**src/rtl/mac_pkg.sv**
```systemverilog
package mac_pkg;

    localparam int A_W     = 30;
    localparam int B_W     = 18;
    localparam int P_W     = A_W + B_W;
    localparam int MA_W    = 25;
    localparam int SEG_W   = 12;
    localparam int SHIFT_N = 17;

    typedef enum logic [1:0] {
        XS_ZERO = 2'b00,
        XS_MUL  = 2'b01,
        XS_P    = 2'b10,
        XS_AB   = 2'b11
    } xsel_e;

    typedef enum logic [1:0] {
        YS_ZERO = 2'b00,
        YS_MUL  = 2'b01,
        YS_ONES = 2'b10,
        YS_C    = 2'b11
    } ysel_e;

    typedef enum logic [2:0] {
        ZS_ZERO   = 3'b000,
        ZS_PCIN   = 3'b001,
        ZS_P      = 3'b010,
        ZS_C      = 3'b011,
        ZS_RSV4   = 3'b100,
        ZS_PCIN17 = 3'b101,
        ZS_P17    = 3'b110,
        ZS_RSV7   = 3'b111
    } zsel_e;

    typedef enum logic [1:0] {
        ALU_ADD   = 2'b00,
        ALU_HOLDA = 2'b01,
        ALU_HOLDB = 2'b10,
        ALU_SUB   = 2'b11
    } alu_e;

    // packed from MSB: Z field [6:4], Y field [3:2], X field [1:0]
    typedef struct packed {
        zsel_e z;
        ysel_e y;
        xsel_e x;
    } opsel_t;

    function automatic logic sel_legal(input opsel_t s);
        logic z_bad;
        logic xy_bad;
        z_bad  = (s.z == ZS_RSV4) || (s.z == ZS_RSV7);
        xy_bad = (s.x == XS_MUL) != (s.y == YS_MUL);
        return !(z_bad || xy_bad);
    endfunction

    function automatic logic alu_loads(input alu_e m);
        return (m == ALU_ADD) || (m == ALU_SUB);
    endfunction

endpackage

```
**src/rtl/mac_mult.sv**
```systemverilog
module mac_mult
    import mac_pkg::*;
#(
    parameter int MUL_A_W = MA_W,
    parameter int MUL_B_W = B_W,
    parameter int OUT_W   = P_W
) (
    input  logic [MUL_A_W-1:0] a_in,
    input  logic [MUL_B_W-1:0] b_in,
    output logic [OUT_W-1:0]   prod
);
    localparam int PR_W  = MUL_A_W + MUL_B_W;
    localparam int EXT_W = OUT_W - PR_W;

    logic signed [PR_W-1:0] full;

    assign full = $signed(a_in) * $signed(b_in);

    generate
        if (EXT_W > 0) begin : g_ext
            assign prod = {{EXT_W{full[PR_W-1]}}, full};
        end else begin : g_trunc
            assign prod = full[OUT_W-1:0];
        end
    endgenerate
endmodule

```
**src/rtl/mac_opmux.sv**
```systemverilog
module mac_opmux
    import mac_pkg::*;
#(
    parameter int OA_W  = A_W,
    parameter int OB_W  = B_W,
    parameter int OP_W  = P_W,
    parameter int SH_N  = SHIFT_N
) (
    input  opsel_t          sel,
    input  logic [OP_W-1:0] prod,
    input  logic [OA_W-1:0] a,
    input  logic [OB_W-1:0] b,
    input  logic [OP_W-1:0] c,
    input  logic [OP_W-1:0] p_fb,
    input  logic [OP_W-1:0] pcin,
    output logic [OP_W-1:0] x_op,
    output logic [OP_W-1:0] y_op,
    output logic [OP_W-1:0] z_op,
    output logic            illegal
);
    logic [OP_W-1:0] p_sh;
    logic [OP_W-1:0] pcin_sh;

    assign p_sh    = $signed(p_fb) >>> SH_N;
    assign pcin_sh = $signed(pcin) >>> SH_N;
    assign illegal = !sel_legal(sel);

    always_comb begin
        case (sel.x)
            XS_ZERO: x_op = '0;
            XS_MUL:  x_op = prod;
            XS_P:    x_op = p_fb;
            XS_AB:   x_op = {a, b};
            default: x_op = '0;
        endcase
    end

    // product is carried whole on X; Y adds nothing in that case
    always_comb begin
        case (sel.y)
            YS_ZERO: y_op = '0;
            YS_MUL:  y_op = '0;
            YS_ONES: y_op = '1;
            YS_C:    y_op = c;
            default: y_op = '0;
        endcase
    end

    always_comb begin
        case (sel.z)
            ZS_ZERO:   z_op = '0;
            ZS_PCIN:   z_op = pcin;
            ZS_P:      z_op = p_fb;
            ZS_C:      z_op = c;
            ZS_PCIN17: z_op = pcin_sh;
            ZS_P17:    z_op = p_sh;
            default:   z_op = '0;
        endcase
    end
endmodule

```
**src/rtl/mac_segadd.sv**
```systemverilog
module mac_segadd
    import mac_pkg::*;
#(
    parameter int AW    = P_W,
    parameter int SW    = SEG_W
) (
    input  logic [AW-1:0]    x_op,
    input  logic [AW-1:0]    y_op,
    input  logic [AW-1:0]    z_op,
    input  logic             cin,
    input  logic             sub,
    output logic [AW-1:0]    sum,
    output logic [AW/SW-1:0] carry
);
    localparam int NS = AW / SW;

    logic [AW-1:0] xy;
    logic [AW-1:0] xyc;
    logic [AW-1:0] addend;
    logic [NS:0]   chain;

    assign xy     = x_op + y_op;
    assign xyc    = xy + {{(AW-1){1'b0}}, cin};
    assign addend = sub ? ~xyc : xy;
    assign chain[0] = sub ? 1'b1 : cin;

    generate
        for (genvar k = 0; k < NS; k++) begin : g_seg
            logic [SW:0] part;
            assign part = {1'b0, z_op[k*SW +: SW]}
                        + {1'b0, addend[k*SW +: SW]}
                        + {{SW{1'b0}}, chain[k]};
            assign sum[k*SW +: SW] = part[SW-1:0];
            assign chain[k+1]      = part[SW];
        end
    endgenerate

    assign carry = chain[NS:1];
endmodule

```
**src/rtl/mac_slice_core.sv**
```systemverilog
module mac_slice_core
    import mac_pkg::*;
(
    input  logic              clk,
    input  logic              rst,
    input  logic              p_en,
    input  logic [A_W-1:0]    a,
    input  logic [B_W-1:0]    b,
    input  logic [P_W-1:0]    c,
    input  logic [P_W-1:0]    pcin,
    input  logic              cin,
    input  logic [6:0]        opsel,
    input  logic [1:0]        alu_op,
    output logic [P_W-1:0]    p,
    output logic [P_W-1:0]    pcout,
    output logic [P_W/SEG_W-1:0] carry_seg,
    output logic              op_err
);
    localparam int NSEG = P_W / SEG_W;

    opsel_t          sel;
    alu_e            mode;
    logic [P_W-1:0]  prod;
    logic [P_W-1:0]  x_op, y_op, z_op;
    logic [P_W-1:0]  sum;
    logic [NSEG-1:0] carry;
    logic            illegal;
    logic            load;

    logic [P_W-1:0]  p_q;
    logic [NSEG-1:0] cy_q;
    logic            err_q;

    assign sel  = opsel_t'(opsel);
    assign mode = alu_e'(alu_op);

    mac_mult #(.MUL_A_W(MA_W), .MUL_B_W(B_W), .OUT_W(P_W)) u_mult (
        .a_in (a[MA_W-1:0]),
        .b_in (b),
        .prod (prod)
    );

    mac_opmux #(.OA_W(A_W), .OB_W(B_W), .OP_W(P_W), .SH_N(SHIFT_N)) u_mux (
        .sel     (sel),
        .prod    (prod),
        .a       (a),
        .b       (b),
        .c       (c),
        .p_fb    (p_q),
        .pcin    (pcin),
        .x_op    (x_op),
        .y_op    (y_op),
        .z_op    (z_op),
        .illegal (illegal)
    );

    mac_segadd #(.AW(P_W), .SW(SEG_W)) u_add (
        .x_op  (x_op),
        .y_op  (y_op),
        .z_op  (z_op),
        .cin   (cin),
        .sub   (mode == ALU_SUB),
        .sum   (sum),
        .carry (carry)
    );

    assign load = !illegal && alu_loads(mode);

    always_ff @(posedge clk) begin
        if (rst) begin
            p_q   <= '0;
            cy_q  <= '0;
            err_q <= 1'b0;
        end else if (p_en) begin
            err_q <= illegal;
            if (load) begin
                p_q  <= sum;
                cy_q <= carry;
            end
        end
    end

    assign p         = p_q;
    assign pcout     = p_q;
    assign carry_seg = cy_q;
    assign op_err    = err_q;
endmodule

```
**config.mk**
```make
export PLATFORM = sky130hd
export DESIGN_NAME = mac_slice_core
export DESIGN_NICKNAME = d
export VERILOG_FILES = /design/src/rtl/mac_pkg.sv /design/src/rtl/mac_mult.sv /design/src/rtl/mac_opmux.sv /design/src/rtl/mac_segadd.sv /design/src/rtl/mac_slice_core.sv
export SDC_FILE = /design/constraint.sdc
export NUM_CORES = 2
export LEC_CHECK = 0
export ABC_CLOCK_PERIOD_IN_PS = 19100
export BUFFER_PORTS_ARGS = -buffer_cell sky130_fd_sc_hd__buf_2
export CORE_UTILIZATION = 60
export CTS_CLUSTER_DIAMETER = 200
export DETAILED_ROUTE_END_ITERATION = 10
export PLACE_DENSITY = 0.81
export SYNTH_ARGS = -nofsm -noshare
export SYNTH_HDL_FRONTEND = slang
export SYNTH_SLANG_ARGS = --single-unit
```
**constraint.sdc**
```tcl
create_clock -name clk -period 19.1 [get_ports clk]
set_input_delay 2.865 -clock clk [delete_from_list [all_inputs] [get_ports clk]]
set_output_delay 2.865 -clock clk [all_outputs]
set_load 0.005 [all_outputs]
```
=== Yosys cells after proc, flatten, opt, wreduce, memory -nomap -nowiden ===
Cells that the tools add are included.

* Flip-flop bits (word level): 53
* Word-level logic and storage cells: 45
* Input bits: 157
* Output and inout port bits: 101

* Muxes and demuxes: 5
* Bitwise logic cells: 1
* Reduce and logical (&&, ||, !) cells: 10
* Equality and inequality tests: 15
* Multipliers: 1
* $add $sub $neg: 10

{| class="wikitable"
|+ Operators by type and width
! operator !! number
|-
| $pmux 48 s5 || 1
|-
| $pmux 48 s4 || 1
|-
| $pmux 48 s3 || 1
|-
| $add 12x12->13 || 4
|-
| $add 13x1->13 || 4
|-
| $add 48x1->48 || 1
|-
| $add 48x48->48 || 1
|-
| $mux 48 || 1
|-
| $not 48->48 || 1
|-
| $mul 25x18->43 || 1
|-
| $eq 3x3->1 const B || 4
|-
| $eq 2x2->1 const B || 5
|-
| $eq 3x2->1 const B || 2
|-
| $logic_not 2->1 || 3
|-
| $eq 2x1->1 const B || 2
|-
| $eq 3x1->1 const B || 1
|-
| $logic_or 1x1->1 || 3
|-
| $reduce_and 2->1 || 1
|-
| $reduce_or 2->1 || 1
|-
| $logic_and 1x1->1 || 1
|-
| $logic_not 1->1 || 1
|-
| $mux 1 || 1
|-
| $ne 1x1->1 || 1
|}

=== Depth between registers and ports, before layout ===
* Depth after elaboration: 12
* Gate-level depth with buffers: 72
* Mapped depth without buffers: 69

=== By module ===
Synthesis repeated with hierarchy kept, for this count alone.

* Cell total of the unflattened synthesis: 3517
* Area, all modules: 28846.4 µm²

{| class="wikitable"
|+ Modules (own cells, without submodules)
! module !! instances !! area an instance (µm²) !! cells an instance !! seq. area each (µm²)
|-
| mac_mult || 1 || 15977.8 || 1807 || 0.0
|-
| mac_segadd || 1 || 6700.2 || 997 || 0.0
|-
| mac_opmux || 1 || 3380.7 || 435 || 0.0
|-
| mac_slice_core || 1 || 2787.7 || 278 || 1061.0
|}

=== Worst setup path after synthesis ===
Ideal clock, no wire load.

* Path type: input-to-reg
* Start: input a[3]
* End: register p_q[46], in the netlist p[46]
* Data arrival time: 16.139 ns
* Stages on the path: 68
* Setup slack: 2.891 ns
* Buffers on the path: 3
* Cell sequence: clkbuf_1 -> clkbuf_1 -> and2_1 -> fa_1 -> fa_1 -> ha_1 -> ha_1 -> ha_1 -> inv_1 -> fa_1 -> inv_1 -> ha_1 -> fa_1 -> a21o_1 -> a21o_1 -> xnor2_1 -> nor2_1 -> a21oi_1 -> [... 32 more ...] -> a21boi_0 -> o21ai_0 -> nand2b_1 -> a21o_1 -> a21o_1 -> fa_1 -> fa_1 -> a21o_1 -> a21oi_1 -> o21bai_1 -> a21oi_1 -> o21bai_1 -> a21oi_1 -> nor2b_1 -> o21a_1 -> o21ai_0 -> nand3b_1 -> a21oi_1

* Cells in the longest elaborated chain, start to end: 11
* Elaborated cells between the ends (all ways): 14

{| class="wikitable"
|+ RTL lines
! element !! RTL line !! text
|-
| start, declared || mac_slice_core.sv:7 || <nowiki>input logic [A_W-1:0] a,</nowiki>
|-
| $mul 25x18->43 * || mac_mult.sv:17 || <nowiki>assign full = $signed(a_in) * $signed(b_in);</nowiki>
|-
| $pmux 48 s4 * || mac_opmux.sv:29 || <nowiki>case (sel.x)</nowiki>
|-
| $add 48x48->48 * || mac_segadd.sv:22 || <nowiki>assign xy = x_op + y_op;</nowiki>
|-
| $add 48x1->48 || mac_segadd.sv:23 || <nowiki>assign xyc = xy + {{(AW-1){1'b0}}, cin};</nowiki>
|-
| $not 48->48 || mac_segadd.sv:24 || <nowiki>assign addend = sub ? ~xyc : xy;</nowiki>
|-
| $mux 48 * || mac_segadd.sv:24 ||
|-
| $add 12x12->13 * || mac_segadd.sv:31 || <nowiki>+ {1'b0, addend[k*SW +: SW]}</nowiki>
|-
| $add 13x1->13 * || mac_segadd.sv:32 || <nowiki>+ {{SW{1'b0}}, chain[k]};</nowiki>
|-
| net carry[0] || mac_slice_core.sv:26 || <nowiki>logic [NSEG-1:0] carry;</nowiki>
|-
| $add 13x1->13 * (2 in series) || mac_segadd.sv:32 ||
|-
| net carry[2] || mac_slice_core.sv:26 ||
|-
| $add 13x1->13 * || mac_segadd.sv:32 ||
|-
| end signal, assigned || mac_slice_core.sv:77 || <nowiki>p_q <= sum;</nowiki>
|-
| end, declared || mac_slice_core.sv:30 || <nowiki>logic [P_W-1:0] p_q;</nowiki>
|}

The timed path passes the listed nets; every way through them passes the cells marked *.
A chain may end at the register's enable or synchronous reset.

=== Final worst setup path ===
* Start: input b[1]
* End: register p_q[46], in the netlist p[46]

* Cells in the longest elaborated chain, start to end: 11
* Elaborated cells between the ends (all ways): 14

{| class="wikitable"
|+ RTL lines
! element !! RTL line !! text
|-
| start, declared || mac_slice_core.sv:8 || <nowiki>input logic [B_W-1:0] b,</nowiki>
|-
| $mul 25x18->43 || mac_mult.sv:17 ||
|-
| $pmux 48 s4 * || mac_opmux.sv:29 ||
|-
| $add 48x48->48 * || mac_segadd.sv:22 ||
|-
| $add 48x1->48 || mac_segadd.sv:23 ||
|-
| $not 48->48 || mac_segadd.sv:24 ||
|-
| $mux 48 * || mac_segadd.sv:24 ||
|-
| $add 12x12->13 * || mac_segadd.sv:31 ||
|-
| $add 13x1->13 * || mac_segadd.sv:32 ||
|-
| net carry[0] || mac_slice_core.sv:26 ||
|-
| $add 13x1->13 * (2 in series) || mac_segadd.sv:32 ||
|-
| net carry[2] || mac_slice_core.sv:26 ||
|-
| $add 13x1->13 * || mac_segadd.sv:32 ||
|}

Marked as above.

==> flow_metrics.tcl <==
set metrics [dict create \
    outcome "complete, no violations" \
    grt_overflow_total 0 \
    min_delay_path_depth 2 \
    finalCritPeriodShare_pct 90.97 \
    syn_area_per_cell_um2 8.047 \
    cts_resized 0 \
    max_stage_delay_ns 0.47 \
    layout-drive-gt1-share_pct 11.04 \
    grt_max_degree 76 \
    crit_buf_inv 3 \
    ys_ff_latch 53 \
    synthArstFlopShare_pct 0 \
    synth_seq_area_share_pct 3.905 \
    path_max_fanout 26 \
    drtIter0Drc 2357 \
    drc 0 \
    cap_violations 0 \
    final_cells 4006 \
    synth_cells 3377 \
    setup_tns_ns 0 \
    reg2reg_slack_ns 7.30 \
    synth_cell_types 85 \
    clock_path_buffers 2 \
    ff_latch_area_um2 1061 \
    insertion_delay_ns 0.31 \
    cp_top_family "compound AO/OA/AOI/OAI gates" \
    io_buffers 257 \
    antenna_found_initial 2 \
    num_rows 77 \
    synth_most_common_cell "inv_1" \
    synth_common_cells "inv_1, fa_1, nand2_1" \
    clk_root_buffer_cell "clkbuf_16" \
    hold_ws_ns 0.5177 \
    rr_worst_depth 59 \
    critPathLaunchType "input port" \
    path_clk_slew_ns 0.08 \
    yosysTopAreaCell "fa_1" \
    initial_utilization_pct 61.18 \
    vias 24570 \
    dp.cells 3998 \
    rsz0062_at_grt "false" \
    dp_hpwl_um 64720 \
    postRouteAntennaNets 0 \
    end_kind "flip-flop" \
    io_pins 258 \
    max_freq_mhz 57.56 \
    worst_pin_slew_ns 0.9268 \
    grt_pass1_vias 24410 \
    ys_warn_count 0 \
    die-area_um2 46140 \
    fillers 3856 \
    slew_violations 0 \
    finClkSkew_ns 0.009239 \
    grt_pass1_wl_um 130900 \
    syn_to_final_growth_pct 4.554 \
    cts_setup_buffers 0 \
    drt-total-wl_um 82100 \
    synthesis.nets 4185 \
    hold_violations 0 \
    via_per_inst 6.134 \
    core-area_um2 44410 \
    yosys_most_used_dff "dfxtp_1" \
    synth_area_leaders "fa_1, ha_1, inv_1" \
    grt_use_total_pct 35.87 \
    avgRoutedWirePerCell_um 20.49 \
    syn-cell-area_um2 27170 \
    cp_slowest_cell "fa_1" \
    postLayoutCoreUtil_pct 63.97 \
    crit_arrival_ns 17.62 \
    multi_input_area_um2 23020 \
    diodes 0 \
    crit_cells 66 \
    synth_top_area_share_pct 33.15 \
    ctsHoldBuffers 0 \
    hold_class "flip-flop to flip-flop" \
    cts_tree "done" \
    dieWidth_um 214.8 \
    synth_edf_count 0 \
    critPathRequiredTime_ns 19.34 \
    maxSlewHeadroom_pct 36.61 \
    fin_crit_ns 17.37 \
    cts.sinks 53 \
    setup-violations-final 0 \
    die-height_um 214.8 \
    dr.pass1.iters 6 \
    critPathKind "input port to flip-flop" \
    cts-htree-levels 2 \
    nets 4221 \
    gp_congestion 0.9685 \
    cts_buffers 5 \
]
==> layer usage <==
layer | part of all wire [%] | up-vias | GRT usage, % | wire [µm]
met4 | 5.1 | 4 | 15.98 | 4213
met1 | 39 | 12040 | 45.91 | 31660
met3 | 9.2 | 285 | 6.313 | 7517
met2 | 47 | 1235 | 59.39 | 38680
li1 | - | 11010 | - | -
met5 | 0.028 | - | 0 | 23
==> path summary, 6_finish.rpt <==
kind / start / to
worst max-delay path: b[1] / p[46]$_SDFFE_PP0P_
worst min-delay path: carry_seg[3]$_SDFFE_PP0P_ / carry_seg[3]$_SDFFE_PP0P_
worst max register to register: p[0]$_SDFFE_PP0P_ / p[46]$_SDFFE_PP0P_
worst min register to register: carry_seg[3]$_SDFFE_PP0P_ / carry_seg[3]$_SDFFE_PP0P_
==> layout by cell type (no fill, tap or decap), types with 8 or more instances in the layout <==
master and count:
a2111oi_0 10, a211oi_1 19, a21boi_0 13, a21o_1 52, a21oi_1 183, a221oi_1 33, a22o_1 11, a22oi_1 48
and2_1 211, and3_1 28, buf_2 257, buf_4 22, dfxtp_1 53, fa_1 450, ha_1 201, inv_1 525
mux2_2 56, mux2i_1 11, nand2_1 425, nand2b_1 35, nand3_1 22, nand4_1 14, nor2_1 117, nor2b_1 13
nor3_1 60, o211ai_1 13, o21a_1 63, o21ai_0 146, o21bai_1 19, o31a_1 8, o31ai_1 15, or2_2 8
xnor2_1 91, xor2_1 49
==> flip-flops by register name, indices dropped and copies added, names as in the netlist <==
name / flops
p: 48
op_err: 1
carry_seg: 4
==> through the flow <==
stage	area, µm²	setup slack, ns
after floorplan	27170	2.891
after global placement	28240	2.064
after detailed placement	28240	1.713
after CTS	28410	1.918
after global routing	28410	0.5036
final	28410	1.726
==> cells by family after synthesis <==
logic type | share of synthesized area, %
buffers and inverters | 11.47
XOR/XNOR | 4.512
flip-flops | 3.905
adder cells (fa/ha/maj) | 42.41
AND/OR/NAND/NOR | 17.55
AO/OA/AOI/OAI | 17.43
multiplexers | 2.726
==> cell type report <==
class                   instances  area share [%]
repair buffers                279           5.109
clock buffers                   6          0.4536
flip-flops and latches         53           3.735
inverters                     526           6.949
multi-input cells            2548           81.01
well taps                     592           2.607
clock inverters                 2          0.1365
==> worst min-delay path: stages, from the launching register on <==
cell	delay, ns
dfxtp_1	0.32
nor2_1	0.09
a2111oi_0	0.06
Power is left out: the tool's default activity adds up to more than one toggle a clock period on the data nets, which glitch-free logic cannot reach.
